### src/rtl/tune_pkg.sv
package tune_pkg;

  localparam int PAT_SMALL_BYTES = 64;
  localparam int PAT_LARGE_BYTES = 128;

  // Known tuning patterns, sent least significant byte of each word first.
  localparam logic [31:0] PAT_SMALL [16] = '{
    32'h00ff0fff, 32'hccc3ccff, 32'hffcc3cc3, 32'heffefffe,
    32'hddffdfff, 32'hfbfffbff, 32'hff7fffbf, 32'hefbdf777,
    32'hf0fff0ff, 32'h3cccfc0f, 32'hcfcc33cc, 32'heeffefff,
    32'hfdfffdff, 32'hffbfffdf, 32'hfff7ffbb, 32'hde7b7ff7};

  localparam logic [31:0] PAT_LARGE [32] = '{
    32'hff00ffff, 32'h0000ffff, 32'hccccffff, 32'hcccc33cc,
    32'hcc3333cc, 32'hffffcccc, 32'hffffeeff, 32'hffeeeeff,
    32'hffddffff, 32'hddddffff, 32'hbbffffff, 32'hbbffffff,
    32'hffffffbb, 32'hffffff77, 32'h77ff7777, 32'hffeeddbb,
    32'h00ffffff, 32'h00ffffff, 32'hccffff00, 32'hcc33cccc,
    32'h3333cccc, 32'hffcccccc, 32'hffeeffff, 32'heeeeffff,
    32'hddffffff, 32'hddffffff, 32'hffffffdd, 32'hffffffbb,
    32'hffffbbbb, 32'hffff77ff, 32'hff7777ff, 32'heeddbb77};

  typedef enum logic [1:0] {
    STAT_OK     = 2'd0,
    STAT_IOFAIL = 2'd1,
    STAT_HWERR  = 2'd2
  } tuneStat_e;

  typedef enum logic [3:0] {
    S_IDLE, S_DLL, S_SETPH, S_READ, S_NEXT, S_EVAL, S_SEL, S_FINAL, S_DONE
  } tuneState_e;

  typedef struct packed {
    logic runStart;
    logic sweepStart;
    logic readStart;
    logic beatEn;
    logic recordPhase;
    logic latchSel;
  } tuneStb_t;

endpackage

### src/rtl/tune_datapath.sv
module tune_datapath
  import tune_pkg::*;
#(
  parameter int NUM_PHASES   = 16,
  parameter int MAX_SWEEPS   = 3,
  parameter int HS200_OPCODE = 21
) (
  input  logic                          clk,
  input  logic                          rstN,
  input  tuneStb_t                      stb,
  input  logic [5:0]                    cmdOpcode,
  input  logic                          bus8Bit,
  input  logic [7:0]                    rxData,
  input  logic                          rxLast,
  input  logic                          rxErr,
  input  logic [$clog2(NUM_PHASES)-1:0] selPhase,
  output logic                          lastPhase,
  output logic                          maskEmpty,
  output logic                          sweepsLeft,
  output logic [NUM_PHASES-1:0]         passMask,
  output logic [$clog2(NUM_PHASES)-1:0] curPhase,
  output logic [$clog2(NUM_PHASES)-1:0] chosenPhase
);

  localparam int PW = $clog2(NUM_PHASES);
  localparam int SW = $clog2(MAX_SWEEPS + 1);

  logic            bigQ;
  logic [7:0]      byteCnt;
  logic            failQ;
  logic [PW-1:0]   phaseQ;
  logic [SW-1:0]   sweepQ;
  logic [NUM_PHASES-1:0] maskQ;
  logic [PW-1:0]   selQ;

  logic [7:0]  patLen;
  logic [31:0] patWord;
  logic [7:0]  expByte;
  logic        beatBad;

  always_comb begin
    patLen  = bigQ ? 8'(PAT_LARGE_BYTES) : 8'(PAT_SMALL_BYTES);
    patWord = bigQ ? PAT_LARGE[byteCnt[6:2]] : PAT_SMALL[byteCnt[5:2]];
    expByte = 8'(patWord >> {byteCnt[1:0], 3'b000});
    beatBad = rxErr || (rxData != expByte) || (byteCnt >= patLen) ||
              (rxLast && (byteCnt != patLen - 8'd1));
  end

  always_ff @(posedge clk or negedge rstN) begin
    if (!rstN) begin
      bigQ    <= 1'b0;
      byteCnt <= '0;
      failQ   <= 1'b0;
      phaseQ  <= '0;
      sweepQ  <= '0;
      maskQ   <= '0;
      selQ    <= '0;
    end else begin
      if (stb.runStart) begin
        bigQ   <= (cmdOpcode == 6'(HS200_OPCODE)) && bus8Bit;
        sweepQ <= '0;
        maskQ  <= '0;
        selQ   <= '0;
      end
      if (stb.sweepStart) begin
        maskQ  <= '0;
        phaseQ <= '0;
        sweepQ <= sweepQ + SW'(1);
      end
      if (stb.readStart) begin
        byteCnt <= '0;
        failQ   <= 1'b0;
      end
      if (stb.beatEn) begin
        if (byteCnt != 8'hff) byteCnt <= byteCnt + 8'd1;
        if (beatBad) failQ <= 1'b1;
      end
      if (stb.recordPhase) begin
        maskQ[phaseQ] <= !failQ;
        phaseQ        <= phaseQ + PW'(1);
      end
      if (stb.latchSel) selQ <= selPhase;
    end
  end

  assign lastPhase   = (phaseQ == PW'(NUM_PHASES - 1));
  assign maskEmpty   = (maskQ == '0);
  assign sweepsLeft  = (sweepQ < SW'(MAX_SWEEPS));
  assign passMask    = maskQ;
  assign curPhase    = phaseQ;
  assign chosenPhase = selQ;

endmodule

### src/rtl/tune_ctrl.sv
module tune_ctrl
  import tune_pkg::*;
(
  input  logic       clk,
  input  logic       rstN,
  input  logic       start,
  input  logic       needTune,
  input  logic       dllDone,
  input  logic       dllErr,
  input  logic       phaseDone,
  input  logic       phaseErr,
  input  logic       rxValid,
  input  logic       rxLast,
  input  logic       selDone,
  input  logic       selErr,
  input  logic       lastPhase,
  input  logic       maskEmpty,
  input  logic       sweepsLeft,
  output tuneStb_t   stb,
  output logic       dllReq,
  output logic       phaseReq,
  output logic       finalSel,
  output logic       readReq,
  output logic       selReq,
  output logic       done,
  output logic [1:0] status
);

  tuneState_e stateQ, stateD;
  tuneStat_e  statQ, statD;

  always_comb begin
    stateD = stateQ;
    statD  = statQ;
    stb    = '0;
    unique case (stateQ)
      S_IDLE: if (start) begin
        stb.runStart = 1'b1;
        if (needTune) stateD = S_DLL;
        else begin stateD = S_DONE; statD = STAT_OK; end
      end
      S_DLL: begin
        if (dllErr) begin stateD = S_DONE; statD = STAT_HWERR; end
        else if (dllDone) begin stb.sweepStart = 1'b1; stateD = S_SETPH; end
      end
      S_SETPH: begin
        if (phaseErr) begin stateD = S_DONE; statD = STAT_HWERR; end
        else if (phaseDone) begin stb.readStart = 1'b1; stateD = S_READ; end
      end
      S_READ: begin
        stb.beatEn = rxValid;
        if (rxValid && rxLast) stateD = S_NEXT;
      end
      S_NEXT: begin
        stb.recordPhase = 1'b1;
        stateD = lastPhase ? S_EVAL : S_SETPH;
      end
      S_EVAL: begin
        if (!maskEmpty) stateD = S_SEL;
        else if (sweepsLeft) stateD = S_DLL;
        else begin stateD = S_DONE; statD = STAT_IOFAIL; end
      end
      S_SEL: begin
        if (selErr) begin stateD = S_DONE; statD = STAT_HWERR; end
        else if (selDone) begin stb.latchSel = 1'b1; stateD = S_FINAL; end
      end
      S_FINAL: begin
        if (phaseErr) begin stateD = S_DONE; statD = STAT_HWERR; end
        else if (phaseDone) begin stateD = S_DONE; statD = STAT_OK; end
      end
      S_DONE:  stateD = S_IDLE;
      default: stateD = S_IDLE;
    endcase
  end

  always_ff @(posedge clk or negedge rstN) begin
    if (!rstN) begin
      stateQ <= S_IDLE;
      statQ  <= STAT_OK;
    end else begin
      stateQ <= stateD;
      statQ  <= statD;
    end
  end

  assign dllReq   = (stateQ == S_DLL);
  assign phaseReq = (stateQ == S_SETPH) || (stateQ == S_FINAL);
  assign finalSel = (stateQ == S_FINAL);
  assign readReq  = (stateQ == S_READ);
  assign selReq   = (stateQ == S_SEL);
  assign done     = (stateQ == S_DONE);
  assign status   = statQ;

endmodule

### src/rtl/tune_sweep.sv
module tune_sweep
  import tune_pkg::*;
#(
  parameter int NUM_PHASES   = 16,
  parameter int MAX_SWEEPS   = 3,
  parameter int MHZ_W        = 10,
  parameter int MIN_TUNE_MHZ = 100,
  parameter int HS200_OPCODE = 21
) (
  input  logic                          clk,
  input  logic                          rstN,
  input  logic                          start,
  input  logic [MHZ_W-1:0]              clkMhz,
  input  logic [1:0]                    timingMode,
  input  logic [5:0]                    cmdOpcode,
  input  logic                          bus8Bit,
  output logic                          dllReq,
  input  logic                          dllDone,
  input  logic                          dllErr,
  output logic                          phaseReq,
  output logic [$clog2(NUM_PHASES)-1:0] phaseVal,
  input  logic                          phaseDone,
  input  logic                          phaseErr,
  output logic                          readReq,
  input  logic                          rxValid,
  input  logic [7:0]                    rxData,
  input  logic                          rxLast,
  input  logic                          rxErr,
  output logic                          selReq,
  input  logic                          selDone,
  input  logic [$clog2(NUM_PHASES)-1:0] selPhase,
  input  logic                          selErr,
  output logic                          done,
  output logic [1:0]                    status,
  output logic [NUM_PHASES-1:0]         passMask,
  output logic [$clog2(NUM_PHASES)-1:0] finalPhase
);

  localparam int PW = $clog2(NUM_PHASES);

  tuneStb_t      stb;
  logic          needTune, lastPhase, maskEmpty, sweepsLeft, finalSel;
  logic [PW-1:0] curPhase, chosenPhase;

  assign needTune = (clkMhz > MHZ_W'(MIN_TUNE_MHZ)) &&
                    ((timingMode == 2'd1) || (timingMode == 2'd2));

  tune_ctrl u_ctrl (
    .clk, .rstN, .start, .needTune,
    .dllDone, .dllErr, .phaseDone, .phaseErr,
    .rxValid, .rxLast, .selDone, .selErr,
    .lastPhase, .maskEmpty, .sweepsLeft,
    .stb, .dllReq, .phaseReq, .finalSel, .readReq, .selReq,
    .done, .status
  );

  tune_datapath #(
    .NUM_PHASES(NUM_PHASES), .MAX_SWEEPS(MAX_SWEEPS), .HS200_OPCODE(HS200_OPCODE)
  ) u_dp (
    .clk, .rstN, .stb, .cmdOpcode, .bus8Bit,
    .rxData, .rxLast, .rxErr, .selPhase,
    .lastPhase, .maskEmpty, .sweepsLeft, .passMask,
    .curPhase, .chosenPhase
  );

  assign phaseVal   = finalSel ? chosenPhase : curPhase;
  assign finalPhase = chosenPhase;

endmodule

### config.mk
export PLATFORM = sky130hd
export DESIGN_NAME = tune_sweep
export DESIGN_NICKNAME = d
export VERILOG_FILES = /design/src/rtl/tune_pkg.sv /design/src/rtl/tune_datapath.sv /design/src/rtl/tune_ctrl.sv /design/src/rtl/tune_sweep.sv
export SDC_FILE = /design/constraint.sdc
export NUM_CORES = 1
export LEC_CHECK = 0
export BUFFER_PORTS_ARGS = -buffer_cell sky130_fd_sc_hd__clkbuf_2
export CAP_MARGIN = 10
export CORE_ASPECT_RATIO = 1.4
export CORE_MARGIN = 5
export CORE_UTILIZATION = 45
export DETAILED_ROUTE_END_ITERATION = 7
export PLACE_DENSITY = 0.63
export SYNTH_ARGS = -nofsm -noshare
export SYNTH_HDL_FRONTEND = slang
export SYNTH_SLANG_ARGS = --single-unit
### constraint.sdc
create_clock -name clk -period 5.4 [get_ports clk]
set_input_delay 0 -clock clk [delete_from_list [all_inputs] [get_ports clk]]
set_output_delay 0 -clock clk [all_outputs]
set_load 0.005 [all_outputs]
## Word-level counts from Yosys, hierarchy flattened

Memory sizes are Yosys's and may differ from the RTL's.
Cells that the tools add are included.

| storage, ports and cells | value |
|---|---|
| register bits after elaboration | 42 |
| bits in latches | 0 |
| memory bits (writable) | 0 |
| bits in read-only memories | 1536 |
| logic and storage cells | 134 |
| memories kept | 2 |

Memory list:

| name | words | bits a word | read ports | clocked after Yosys merged registers in | write ports | RTL line | text |
|---|---|---|---|---|---|---|---|
| (name not given) | 32 | 32 | 1 | 0 | 0 | tune_datapath.sv:43 | `patWord = bigQ ? PAT_LARGE[byteCnt[6:2]] : PAT_SMALL[byteCnt[5:2]];` |
| (name not given) | 16 | 32 | 1 | 0 | 0 | tune_datapath.sv:43 |  |

| cells by class | value |
|---|---|
| add/subtract/negate cells | 4 |
| multiply operators | 0 |
| div/mod/pow operators | 0 |
| magnitude comparators | 7 |
| eq/ne operators | 27 |
| shifts and indexed selects | 1 |
| muxes and demuxes | 63 |
| bitwise gates (word level) | 2 |
| reduce and logical (&&, ||, !) cells | 19 |

Operators with widths:

| cell | number |
|---|---|
| 32-bit 2-to-1 mux | 5 |
| 4-bit 2-to-1 mux | 18 |
| 16-bit 2-to-1 mux | 3 |
| 8-bit 2-to-1 mux | 4 |
| 4-bit case mux with 8 select lines | 1 |
| 32-bit by 5-bit right shift with 8-bit output | 1 |
| 2-bit 2-to-1 mux | 11 |
| 1-bit 2-to-1 mux | 17 |
| 16-bit bitwise mux | 1 |
| 4-bit by 3-bit equality test with 1-bit output (second input constant) | 4 |
| 16-bit logical NOT | 1 |
| 8-bit inequality test | 2 |
| 2-bit case mux with 6 select lines | 1 |
| 10-bit by 7-bit > comparator with 1-bit output (second input constant) | 1 |
| 9-bit AND reduction | 1 |
| 8-bit by 1-bit adder with 8-bit output (second input constant) | 1 |
| 4-bit by 2-bit equality test with 1-bit output (second input constant) | 2 |
| 4-bit equality test (second input constant) | 2 |
| 8-bit >= comparator | 1 |
| 2-bit by 1-bit inequality test with 1-bit output (second input constant) | 4 |
| 2-bit inequality test (second input constant) | 4 |
| 8-bit inequality test (second input constant) | 1 |
| 8-bit by 1-bit subtractor with 8-bit output (second input constant) | 1 |
| 6-bit by 5-bit equality test with 1-bit output (second input constant) | 1 |
| other kinds (23) | 35 |

## Depth between registers and ports, before layout

Gate-level depths: netlist (run 1).

| depth | value |
|---|---|
| depth in word-level cells | 12 |
| gate-level depth with buffers | 12 |
| gate-level depth less buffers | 10 |

## Cells and area by module

From an unflattened synthesis (run 1), not the netlist that was laid out.

| unflattened totals | value |
|---|---|
| cells, all modules | 512 |
| area, all modules | 4204.0 um^2 |

Modules (own cells, without submodules):

| module | times used | cells an instance | area each (um^2) | sequential area each (um^2) |
|---|---|---|---|---|
| tune_datapath | 1 | 408 | 3370.7 | 900.9 |
| tune_ctrl | 1 | 94 | 745.7 | 150.1 |
| tune_sweep | 1 | 10 | 87.6 | 0.0 |

## Worst setup path before layout (run 1)

Ideal clock, no wire load.

| path | value |
|---|---|
| path kind | register to register |
| start point | register u_dp.byteCnt[2] |
| end point | register u_dp.failQ |
| setup time | 0.148 ns |
| data arrival time | 2.580 ns |
| path slack | 2.673 ns |
| cell stages (with the launch flop) | 12 |
| path buffers | 1 |
| clock period less this slack | 2.727 ns |
| cells stage by stage | dfrtp_1 -> clkbuf_1 -> inv_1 -> ha_1 -> nor2b_1 -> mux2_2 -> o221a_2 -> a31oi_1 -> o221ai_1 -> xnor2_1 -> a2111oi_2 -> a41oi_1 |

| on the way | value |
|---|---|
| cells in the longest elaborated chain, start to end | 12 |
| elaborated cells between the ends (all ways) | 19 |

Ends and longest elaborated chain:

| item | RTL line | text |
|---|---|---|
| start: declaration | tune_datapath.sv:29 | `logic [7:0] byteCnt;` |
| start signal: assignment | tune_datapath.sv:75 | `if (byteCnt != 8'hff) byteCnt <= byteCnt + 8'd1;` |
| 5-bit NOT with 6-bit output (not written as such) or 4-bit NOT with 5-bit output (tied branches) | tune_datapath.sv:43 |  |
| memory read 32 x 32 bit or memory read 16 x 32 bit (tied branches) | -- |  |
| 32-bit 2-to-1 mux (not written as such) (2 in a row) | tune_datapath.sv:43 |  |
| 32-bit 2-to-1 mux | tune_datapath.sv:43 |  |
| 32-bit by 5-bit right shift with 8-bit output | tune_datapath.sv:44 | `expByte = 8'(patWord >> {byteCnt[1:0], 3'b000});` |
| 8-bit inequality test | tune_datapath.sv:45 | `beatBad = rxErr \|\| (rxData != expByte) \|\| (byteCnt >= patLen) \|\|` |
| 1-bit logical OR (2 in a row) | tune_datapath.sv:45 |  |
| 1-bit logical OR (*) | tune_datapath.sv:45 |  |
| 1-bit 2-to-1 mux (*) | tune_datapath.sv:76 | `if (beatBad) failQ <= 1'b1;` |
| 1-bit 2-to-1 mux (*) | tune_datapath.sv:74 | `if (stb.beatEn) begin` |
| end signal: assignment | tune_datapath.sv:53 | `failQ <= 1'b0;` |
| end signal: assignment | tune_datapath.sv:72 | `failQ <= 1'b0;` |
| end signal: assignment | tune_datapath.sv:76 |  |
| end: declaration | tune_datapath.sv:30 | `logic failQ;` |

Every way passes the cells marked *; elsewhere a longest branch is shown, timed or not. The select of a mux whose other input is x is not followed.
A chain may end at the register's enable or synchronous reset.

## Final worst setup path (run 1)

| path | value |
|---|---|
| start point | register u_dp.byteCnt[4] |
| end point | register u_dp.failQ |

Same word-level chain as after synthesis.

==> results by group, run 1 <==
Status
  • Run status: complete, no violations

Clock network
  • CTS Buffer Depth: 2
  • CTS tree: done
  • Resize count post-CTS: 0
  • Worst skew pair latency: 0.28 ns
  • Num Clock Sinks: 42
  • Clock transition at path regs: 0.06 ns
  • H-tree levels: 2
  • CTS root buf: clkbuf_16
  • CTS Buf Count: 5

Critical path
  • Setup CP Type: reg -> reg
  • Register-to-register setup slack: 2.25 ns
  • WP data required: 5.54 ns
  • Startpoint types: flop
  • Critical R2R Launch: u_dp.byteCnt[4]
  • Max FO, Critical Path: 38
  • Reg2reg end: u_dp.failQ
  • Critical Path Start: u_dp.byteCnt[4]
  • Reg2reg path depth: 11
  • Crit path capture type: flop
  • Crit path arrival time: about 3.3 ns

Global route
  • Global-route wire length before repair: approximately 22000 um
  • Antenna violations before repair: 0
  • Grt total ovfl: 0
  • Pin count of the biggest net entering global routing: 48
  • Vias in the first global route: around 4200
  • Total GRT Usage: 26.54%

Logic synthesis
  • Post-synthesis net count: 565
  • Synth area leaders: dfrtp_1 (27%), nand3_1 (6.8%), o21ai_0 (6.2%), ha_1 (6.2%), nand2_1 (6.0%)
  • Avg Cell Area, Syn: 7.664 um2
  • FF+latch count, synth: 42
  • Post-synth EDFFs: 0
  • Most frequent cells after synthesis: nand2_1 (62), nand3_1 (52), o21ai_0 (48), dfrtp_1 (42), nor2_1 (36)
  • Dominant cell type by area after synthesis: dfrtp_1
  • Post-synthesis instance area: 3855 um2
  • Post-synthesis cell count: 503
  • Top cell type's share of synthesized area: roughly 27%
  • Seq/Total Area, Yosys: 27.26%
  • Count leader, synth: nand2_1
  • Synth Flop Type: dfrtp_1
  • Unique masters post-synth: 66
  • Ys async rst share: 100.0%
  • Syn. warnings: 0

STA
  • Final setup fails: 0
  • Fin Clk Skew: 0.003116 ns
  • Max Freq: 317.9 MHz
  • Unrepaired setup endpoints after global routing: false
  • Final Cycle Share: 58.26%
  • Worst slew margin: a little over a quarter
  • Minimum clock period: 3.146 ns
  • Worst Tran Pin Value: 1.089 ns
  • Fin. Hold Viols: 0
  • Final-report max-slew violation count: 0
  • Final setup TNS: 0 ns

Placement
  • Port Buffers: 73
  • DP Wirelength: approximately 10000 um
  • Placer's final routability congestion estimate: 1.063

Hold path
  • HP Start: phaseDone
  • Min-Delay Path Depth: 2
  • Hold EP: u_dp.byteCnt[3]
  • HP Class: in -> reg

Cells and area
  • Synth-to-Final Area Change: 15.55%
  • Finished Core Util: 52.66%
  • Share of layout cells above drive strength 1: a little under a fifth
  • # nets final: 624
  • Diodes inserted: 0

Detailed routing
  • Drt first pass iters: 6
  • WL/cell: 20.99 um
  • DR iter-0 viols: 263
  • Via density: 6.422
  • Final wirelength: 14020 um
  • Drt drc: 0
  • DR vias: 4290
  • ANT nets after route: 0

Power
  • Share of power burned in registers: between 30% and 40%
  • PwrDens: 393.7 nW/um2
  • Total power: 1.754 mW
  • Comb pwr share: 51.5%
  • Pint: 0.9203 mW
  • P_leak: 1.899 nW
  • Switching Share: between 40 and 50%
  • Clock Power Share: 17.4%
  • Net Switching: 0.8332 mW
  • Max VDD drop: between 0.0002 and 0.00025 V

Job
  • Max-Cap Viols: 0

Floorplan
  • Die ar.: roughly 11000 um2
  • I/O Pins: 74
  • Number of placement rows: 40
  • Chip width: 88.23 um
  • Initial core utilization: 45.58%
  • Core area: ~8500 um2
  • Die Y: approximately 120 um
## cells by family (layout without fill, tap and decap cells)
group / Yosys count / count (layout) / synth area share [%]
and+or+nand+nor: 219 / 219 / 28.30
DFF: 42 / 42 / 27.26
xor gates and xnor gates: 12 / 12 / 2.727
muxes: 14 / 14 / 3.927
adders and majority gates: 19 / 19 / 6.167
AOI/OAI and AO/OA: 146 / 146 / 25.41
buffers and inverters: 51 / 111 / 6.199
## state kept, by name (all words and copies together) (netlist names)
| signal | count |
|---|---|
| u_dp.passMask | 16 |
| u_dp.failQ | 1 |
| u_dp.byteCnt | 8 |
| u_ctrl.stateQ | 4 |
| u_dp.curPhase | 4 |
| u_ctrl.status | 2 |
| u_dp.sweepQ | 2 |
| u_dp.bigQ | 1 |
| u_dp.chosenPhase | 4 |
## through the flow
step / instance area [um2] / setup slack (ns) / std cells / hold WS (ns)
2_1_floorplan: 3855 / 2.673 / 503 / -0.2956
5_1_grt: 4454 / 2.009 / 668 / 0.01583
3_5_place_dp: 4223 / 2.328 / 652 / 0.2420
6_report: 4454 / 2.254 / 668 / 0.004845
4_1_cts: 4454 / 2.319 / 668 / 0.0007535
3_3_place_gp: 4223 / 2.257 / 652 / 0.2316
## metal layers
metal  vias to the layer above  routed length (um)  global-route usage, %
met5                         -                   0                      0
met4                         0                1018                  18.24
met3                        65                 838                  2.885
met2                       219                7356                  48.27
met1                      2008                4808                  27.32
li1                       1998                   -                      -
## worst max-delay path by stage
stage	cells past startpoint	endpoint
final	11	u_dp.failQ
after global routing	11	u_dp.failQ
after CTS	11	u_dp.failQ
after detailed placement	11	u_dp.failQ
after global placement	11	u_dp.failQ
after floorplan	11	u_dp.failQ
## timing repair
action                                 CTS  global route
setup endpoints to repair                0             0
buffers inserted                         0             0
endpoints found under the hold margin   48             0
hold buffers                             8             0
## final cells by class
cell class	instances	area [um2]
clock inverter	2	12.51
sequential	42	1051
multi-input combinational	410	2570
clock buffer	6	138.9
inverter	16	60.06
timing repair buffer	87	490.5
tap	105	131.4
fill	817	4004
## power groups by stage
stage               clock (mW)  combinational (mW)  sequential [mW]
floorplan                    0               0.694            0.432
global placement             0               0.888            0.544
detailed placement           0               0.880            0.546
CTS                      0.312               0.890            0.540
global route             0.320               0.984            0.556
finish                   0.305               0.904            0.545
## cell usage in the layout, fill, tap and decap left out, types with 10 or more instances in the layout
cell	synthesis	final
ha_1	19	19
nand4_1	12	12
o21ai_0	48	48
inv_1	13	13
nor2b_1	10	10
clkbuf_2	0	73
nand2_1	62	62
dfrtp_1	42	42
nand2b_1	12	12
nor2_1	36	36
nand3_1	52	52
a21oi_1	21	21
## worst max-delay path, stage by stage, from the launching register on
cell,delay (ns)
dfrtp_1,0.32
buf_4,0.36
inv_1,0.37
ha_1,0.40
nand2b_1,0.10
o31ai_1,0.08
o21ai_1,0.26
a211oi_1,0.08
a311oi_1,0.47
xnor2_1,0.14
a2111oi_2,0.24
a41oi_1,0.16
Power figures use the tool's default switching activity.
==> inputs of run 2 (changes only) <==
--- a/config.mk
+++ b/config.mk
@@ -5,13 +5,14 @@
 export SDC_FILE = /design/constraint.sdc
 export NUM_CORES = 1
 export LEC_CHECK = 0
+export ABC_AREA = 1
 export BUFFER_PORTS_ARGS = -buffer_cell sky130_fd_sc_hd__clkbuf_2
 export CAP_MARGIN = 10
 export CORE_ASPECT_RATIO = 1.4
 export CORE_MARGIN = 5
 export CORE_UTILIZATION = 45
 export DETAILED_ROUTE_END_ITERATION = 7
-export PLACE_DENSITY = 0.63
+export PLACE_DENSITY = 0.66
 export SYNTH_ARGS = -nofsm -noshare
 export SYNTH_HDL_FRONTEND = slang
 export SYNTH_SLANG_ARGS = --single-unit
==> constraint.sdc (replaced) <==
create_clock -name clk -period 2.88 [get_ports clk]
set_input_delay 0 -clock clk [delete_from_list [all_inputs] [get_ports clk]]
set_output_delay 0 -clock clk [all_outputs]
set_load 0.005 [all_outputs]
==> run 2 against run 1 <==
Net effect: via count grew 0.98%; global-route usage is 3.1 points lower; first-iteration DRC count fell by 21%; sequential share of layout area fell by 0.35 points; highest routed layer unchanged; critical path type unchanged; register-to-register slack got worse by 1.8 ns; largest power group unchanged; sequential power rose by 58%; area after synthesis did not move; cell area increased by 1.5%; sequential cell count is the same; critical path depth rose by 5; clock skew up 0.0057 ns; clock power increased by 90%.
==> results by group, run 2 <==
Status
  • Run status: complete, no violations

Clock network
  • CTS Buffer Depth: 2
  • Resize count post-CTS: 0
  • Clock transition at path regs: roughly 0.06 ns
  • CTS tree: done
  • CTS Buf Count: 5
  • Num Clock Sinks: 42
  • Setup repair bufs after CTS: 0
  • CTS root buf: clkbuf_16
  • Worst skew pair latency: 0.30 ns
  • H-tree levels: 2

STA
  • PnR worst setup slack: 0.4068 ns
  • Hold_ws: 0.01709 ns
  • Final Cycle Share: 85.87%
  • Final setup fails: 0
  • Unrepaired setup endpoints after global routing: false
  • Minimum clock period: 2.473 ns
  • Fin Clk Skew: 0.008856 ns
  • Max Freq: 404.3 MHz
  • Fin. Hold Viols: 0
  • Worst slew margin: 67.30%
  • Final-report max-slew violation count: 0
  • Worst Tran Pin Value: 0.4887 ns
  • Final setup TNS: 0 ns

Logic synthesis
  • Avg Cell Area, Syn: 6.382 um2
  • Ys async rst share: 100.0%
  • FF+latch count, synth: 42
  • Post-synthesis cell count: 604
  • Post-synthesis net count: roughly 670
  • Seq/Total Area, Yosys: 27.26%
  • Synth area leaders: dfrtp_1 (27%), nand2_1 (21%), nand3_1 (9.6%), ha_1 (6.2%), o21ai_0 (5.6%)
  • Synth Flop Type: dfrtp_1
  • Post-synthesis instance area: 3855 um2
  • Post-synth EDFFs: 0
  • Syn. warnings: 0
  • Most frequent cells after synthesis: nand2_1 (211), nand3_1 (74), inv_1 (55), o21ai_0 (43), dfrtp_1 (42)
  • Dominant cell type by area after synthesis: dfrtp_1
  • Unique masters post-synth: 45
  • Top cell type's share of synthesized area: 27.26%
  • Count leader, synth: nand2_1

Floorplan
  • Die ar.: 10540 um2
  • Number of placement rows: 40
  • I/O Pins: 74
  • Initial core utilization: 45.58%
  • Chip width: 88.23 um
  • Die Y: 119.5 um
  • Core area: 8458 um2

Cells and area
  • Multi-input logic area: about 2400 um2
  • Finished Core Util: between 50% and 60%
  • Most frequent cells in the layout: nand2_1 (211), nand3_1 (74), clkbuf_2 (73)
  • Sequential Area: roughly 1100 um2
  • # nets final: roughly 750
  • Diodes inserted: 0
  • Share of layout cells above drive strength 1: 19.44%
  • Most common cell after layout, fill and taps aside: nand2_1
  • Filler Cell Count: 887
  • Synth-to-Final Area Change: 17.27%
  • Max reg flops: 16

Placement
  • Port Buffers: 73
  • Setup WS pre-CTS: 0.4507 ns
  • Placer's final routability congestion estimate: 0.9725
  • DP Wirelength: 9400 um

Detailed routing
  • Via density: around 5.5
  • Final wirelength: 11820 um
  • Drt drc: 0
  • ANT nets after route: 0
  • WL/cell: between 10 and 15 um
  • DR iter-0 viols: 207
  • Drt first pass iters: 5
  • DR vias: 4332

Hold path
  • HP Class: in -> reg
  • Min-Delay Path Depth: 3

Power
  • Total power: 3.419 mW
  • Max VDD drop: between 0.0004 and 0.0005 V
  • P_leak: 2.434 nW
  • PwrDens: 756.3 nW/um2

Global route
  • Global-route wire length before repair: 19720 um
  • Antenna violations before repair: 0
  • Pin count of the biggest net entering global routing: 43
  • Vias in the first global route: 4380
  • Grt total ovfl: 0
  • Total GRT Usage: 23.41%

Critical path
  • Largest stage delay, worst path: 0.49 ns
  • WP data required: 3.06 ns
  • Cell Chain, Critical Path: inv_1, ha_1, nand2_2, o21ai_2, nand3_2, and2_1, nand2_1, nand2_1, nand2_1, inv_1, nand3_1, nand2_1, nor2_1, nand2_1, o21bai_1, nand2_1
  • Crit path buf inv count: 2
  • Slowest cell on crit path: dfrtp_1
  • Startpoint types: flop
  • Max FO, Critical Path: 10
  • Most frequent CP cell: nand2_1
  • Reg2reg path depth: 16
  • Crit path capture type: flop
  • Total stage count of the critical path: 16
  • Setup CP Type: reg -> reg
  • CP top delay family: simple AND/OR/NAND/NOR gates
  • Crit path arrival time: 2.65 ns

Job
  • Max-Cap Viols: 0
## run 2: metrics by stage
step / instance area, um2 / cells
floorplan: 3855 / 604
global placement: 4280 / 773
detailed placement: 4280 / 773
CTS: 4501 / 788
global route: 4521 / 789
finish: 4521 / 789
## run 2: logic make-up after synthesis
| group | count (synthesis) | share of synthesized area [%] |
|---|---|---|
| xor+xnor | 1 | 0.2272 |
| buf+inv | 80 | 9.445 |
| compound gates | 82 | 12.14 |
| simple gates | 380 | 44.76 |
| fa+ha+maj | 19 | 6.167 |
| flops | 42 | 27.26 |
## run 2: tightest hold or removal path, stage by stage
cell and delay (ns):
clkbuf_2 0.08, nand4_1 0.10, o21ai_0 0.08
## run 2: report_power, final
part           switching [mW]  leakage [nW]  total (mW)  internal [mW]
registers               0.155         0.567       0.860          0.706
logic                    1.32          1.80        1.98          0.660
clock network           0.255        0.0704       0.581          0.326
total                    1.73          2.43        3.42           1.69
## run 2: worst paths after layout
check	start	slack [ns]	end
worst max register to register	u_dp.byteCnt[3]	0.41	u_dp.failQ
worst min register to register	u_dp.sweepQ[1]	0.50	u_dp.sweepQ[1]
worst min-delay path	cmdOpcode[4]	0.02	u_dp.bigQ
worst max-delay path	u_dp.byteCnt[3]	0.41	u_dp.failQ
min in group asynchronous	rstN	0.08	u_dp.passMask[11]
max in group asynchronous	rstN	2.33	u_dp.byteCnt[4]
## run 2: what timing repair did
item | 4_1_cts | 5_1_grt
hold buffers | 7 | 0
setup endpoints to repair | 0 | 0
endpoints found under the hold margin | 48 | 0
## run 2: final cells by class
cell class,count,area share [%]
Clock buffer,5,2.768
Clock inverter,3,0.5536
Inverter,67,5.812
Multi-Input combinational cell,482,53.97
Sequential cell,42,23.25
Tap cell,105,2.906
Timing Repair Buffer,85,10.74
## run 2: metal layers
metal	vias up	GRT usage [%]	part of all wire, %
met3	53	3.571	5.9
met1	1959	24.98	37
li1	2135	-	-
met4	0	15.78	6.6
met2	185	41.06	51
met5	-	0	0
==> inputs of run 3 (changes only) <==
--- a/config.mk
+++ b/config.mk
@@ -12,7 +12,7 @@
 export CORE_MARGIN = 5
 export CORE_UTILIZATION = 45
 export DETAILED_ROUTE_END_ITERATION = 7
-export PLACE_DENSITY = 0.66
+export PLACE_DENSITY = 0.63
 export SYNTH_ARGS = -nofsm -noshare
 export SYNTH_HDL_FRONTEND = slang
 export SYNTH_SLANG_ARGS = --single-unit
==> constraint.sdc (replaced) <==
create_clock -name clk -period 2.4 [get_ports clk]
set_input_delay 0 -clock clk [delete_from_list [all_inputs] [get_ports clk]]
set_output_delay 0 -clock clk [all_outputs]
set_load 0.005 [all_outputs]
==> run 3 against run 2 <==
Net effect: die area is the same; sequential power increased by 17%; clock-buffer cell count unchanged; critical path type unchanged.
==> results by group, run 3 (synthesized netlist as in run 2, its figures left out) <==
Floorplan
  • Number of placement rows: 40
  • Die ar.: 10540 um2
  • I/O Pins: 74
  • Chip width: about 88 um
  • Die Y: between 100 and 150 um
  • Initial core utilization: between 40% and 50%
  • Core area: 8458 um2

STA
  • Worst slew margin: 66.18%
  • Final setup TNS: 0 ns
  • Fin Clk Skew: 0.003614 ns
  • Final setup fails: 0
  • Fin. Hold Viols: 0
  • Minimum clock period: 2.135 ns
  • Unrepaired setup endpoints after global routing: false
  • Max Freq: about 470 MHz
  • Final-report max-slew violation count: 0
  • Final Cycle Share: about nine tenths
  • Worst Tran Pin Value: about 0.51 ns

Critical path
  • Cell Chain, Critical Path: inv_2, ha_4, nand2_2, nand2_1, nand2_1, nand3_1, nand2_1, nand2_1, nand3_1, nand3b_1, nand2_1, nor2_1, nand2_1, o21bai_1, nand2_1
  • Crit path capture type: flop
  • Crit path arrival time: between 2 and 2.5 ns
  • Setup CP Type: reg -> reg
  • Most frequent CP cell: nand2_1
  • Slowest cell on crit path: dfrtp_1
  • WP data required: around 2.6 ns
  • Largest stage delay, worst path: around 0.4 ns
  • Crit path buf inv count: 1
  • Register-to-register setup slack: 0.26 ns
  • Total stage count of the critical path: 15
  • CP top delay family: simple AND/OR/NAND/NOR gates
  • Startpoint types: flop
  • Max FO, Critical Path: 7
  • Reg2reg path depth: 15

Cells and area
  • # nets final: ~750
  • Most common cell after layout, fill and taps aside: nand2_1
  • Diodes inserted: 0
  • Synth-to-Final Area Change: 20.48%
  • Most frequent cells in the layout: nand2_1 (211), nand3_1 (74), clkbuf_2 (73)
  • Share of layout cells above drive strength 1: 21.10%
  • Max reg flops: 16

Clock network
  • Worst skew pair latency: 0.29 ns
  • CTS Buffer Depth: 2
  • CTS tree: done
  • CTS root buf: clkbuf_16
  • CTS Buf Count: 5
  • Clock transition at path regs: 0.06 ns
  • Num Clock Sinks: 42
  • H-tree levels: 2

Job
  • Max-Cap Viols: 0

Power
  • Max VDD drop: 0.0007027 V
  • P_leak: 2.504 nW
  • Clock Power Share: 20.3%
  • Switching Share: ~48%
  • PwrDens: approximately 950 nW/um2
  • Share of power burned in registers: 23.0%
  • Comb pwr share: between 50% and 60%
  • Total power: 4.418 mW
  • Pint: 2.315 mW
  • Net Switching: 2.102 mW

Detailed routing
  • ANT nets after route: 0
  • Drt drc: 0
  • Drt first pass iters: 5
  • Final wirelength: 12300 um
  • WL/cell: 15.44 um
  • DR iter-0 viols: 251
  • DR vias: 4313
  • Via density: 5.412

Status
  • Run status: complete, no violations

Global route
  • Global-route wire length before repair: 20760 um
  • Vias in the first global route: 4366
  • Antenna violations before repair: 0
  • Pin count of the biggest net entering global routing: 29
  • Total GRT Usage: 25.08%
  • Grt total ovfl: 0

Placement
  • DP Wirelength: a little under 10000 um
  • Placer's final routability congestion estimate: 0.9479
  • Port Buffers: 73

Hold path
  • Min-Delay Path Depth: 3
  • HP Class: in -> reg
[run 3: area by class of cell]
| type | instances | area, um2 |
|---|---|---|
| Fill cell | 864 | 3814 |
| Multi-Input combinational cell | 482 | 2452 |
| Tap cell | 105 | 131.4 |
| Sequential cell | 42 | 1051 |
| Inverter | 67 | 262.8 |
| Clock inverter | 3 | 68.82 |
| Clock buffer | 5 | 125.1 |
| Timing Repair Buffer | 93 | 553.0 |
[run 3: tightest hold or removal path, stage by stage]
cell and delay (ns):
clkbuf_2 0.08, nand4_1 0.09, o21ai_0 0.07
[run 3: what timing repair did]
item,CTS,global route
hold buffers,5,0
gates resized for setup,1,3
buffers inserted,0,0
gates cloned,0,0
setup endpoints to repair,1,1
endpoints found under the hold margin,23,0
pin swaps,0,0
[run 3: power by group through the flow]
stage / logic [mW] / registers [mW] / clock network, mW
CTS: 2.50 / 1.01 / 0.913
detailed placement: 2.47 / 1.02 / 0
global route: 2.87 / 1.04 / 0.941
finish: 2.51 / 1.01 / 0.897
floorplan: 1.74 / 0.995 / 0
global placement: 2.47 / 1.01 / 0
[run 3: through the flow]
stage               utilization, %  setup WS [ns]  hold slack [ns]  area [um2]  std cells
floorplan                        -         0.3620          -0.2956        3855        604
global placement             51.88        0.05442         -0.01310        4388        784
detailed placement           51.88        0.01658        -0.008388        4388        784
CTS                          54.79        0.08674         0.004807        4634        797
global route                 54.91        0.06006          0.01548        4644        797
finish                       54.91         0.2646         0.004268        4644        797
[run 3: worst paths after layout]
path | startpoint | endpoint
setup / recovery | u_dp.byteCnt[3] | u_dp.failQ
hold / removal | bus8Bit | u_dp.bigQ
setup reg to reg | u_dp.byteCnt[3] | u_dp.failQ
hold reg to reg | u_ctrl.status[0] | u_ctrl.status[0]
max in group asynchronous | rstN | u_dp.passMask[3]
min in group asynchronous | rstN | u_ctrl.status[0]
[run 3: layer usage]
layer  wire, um  up-vias  global-route usage (%)
met5          0        -                       0
met4        735        0                   14.56
met3        577       45                   2.885
met2       6360      164                   44.01
met1       4630     1955                   28.40
li1           -     2149                       -
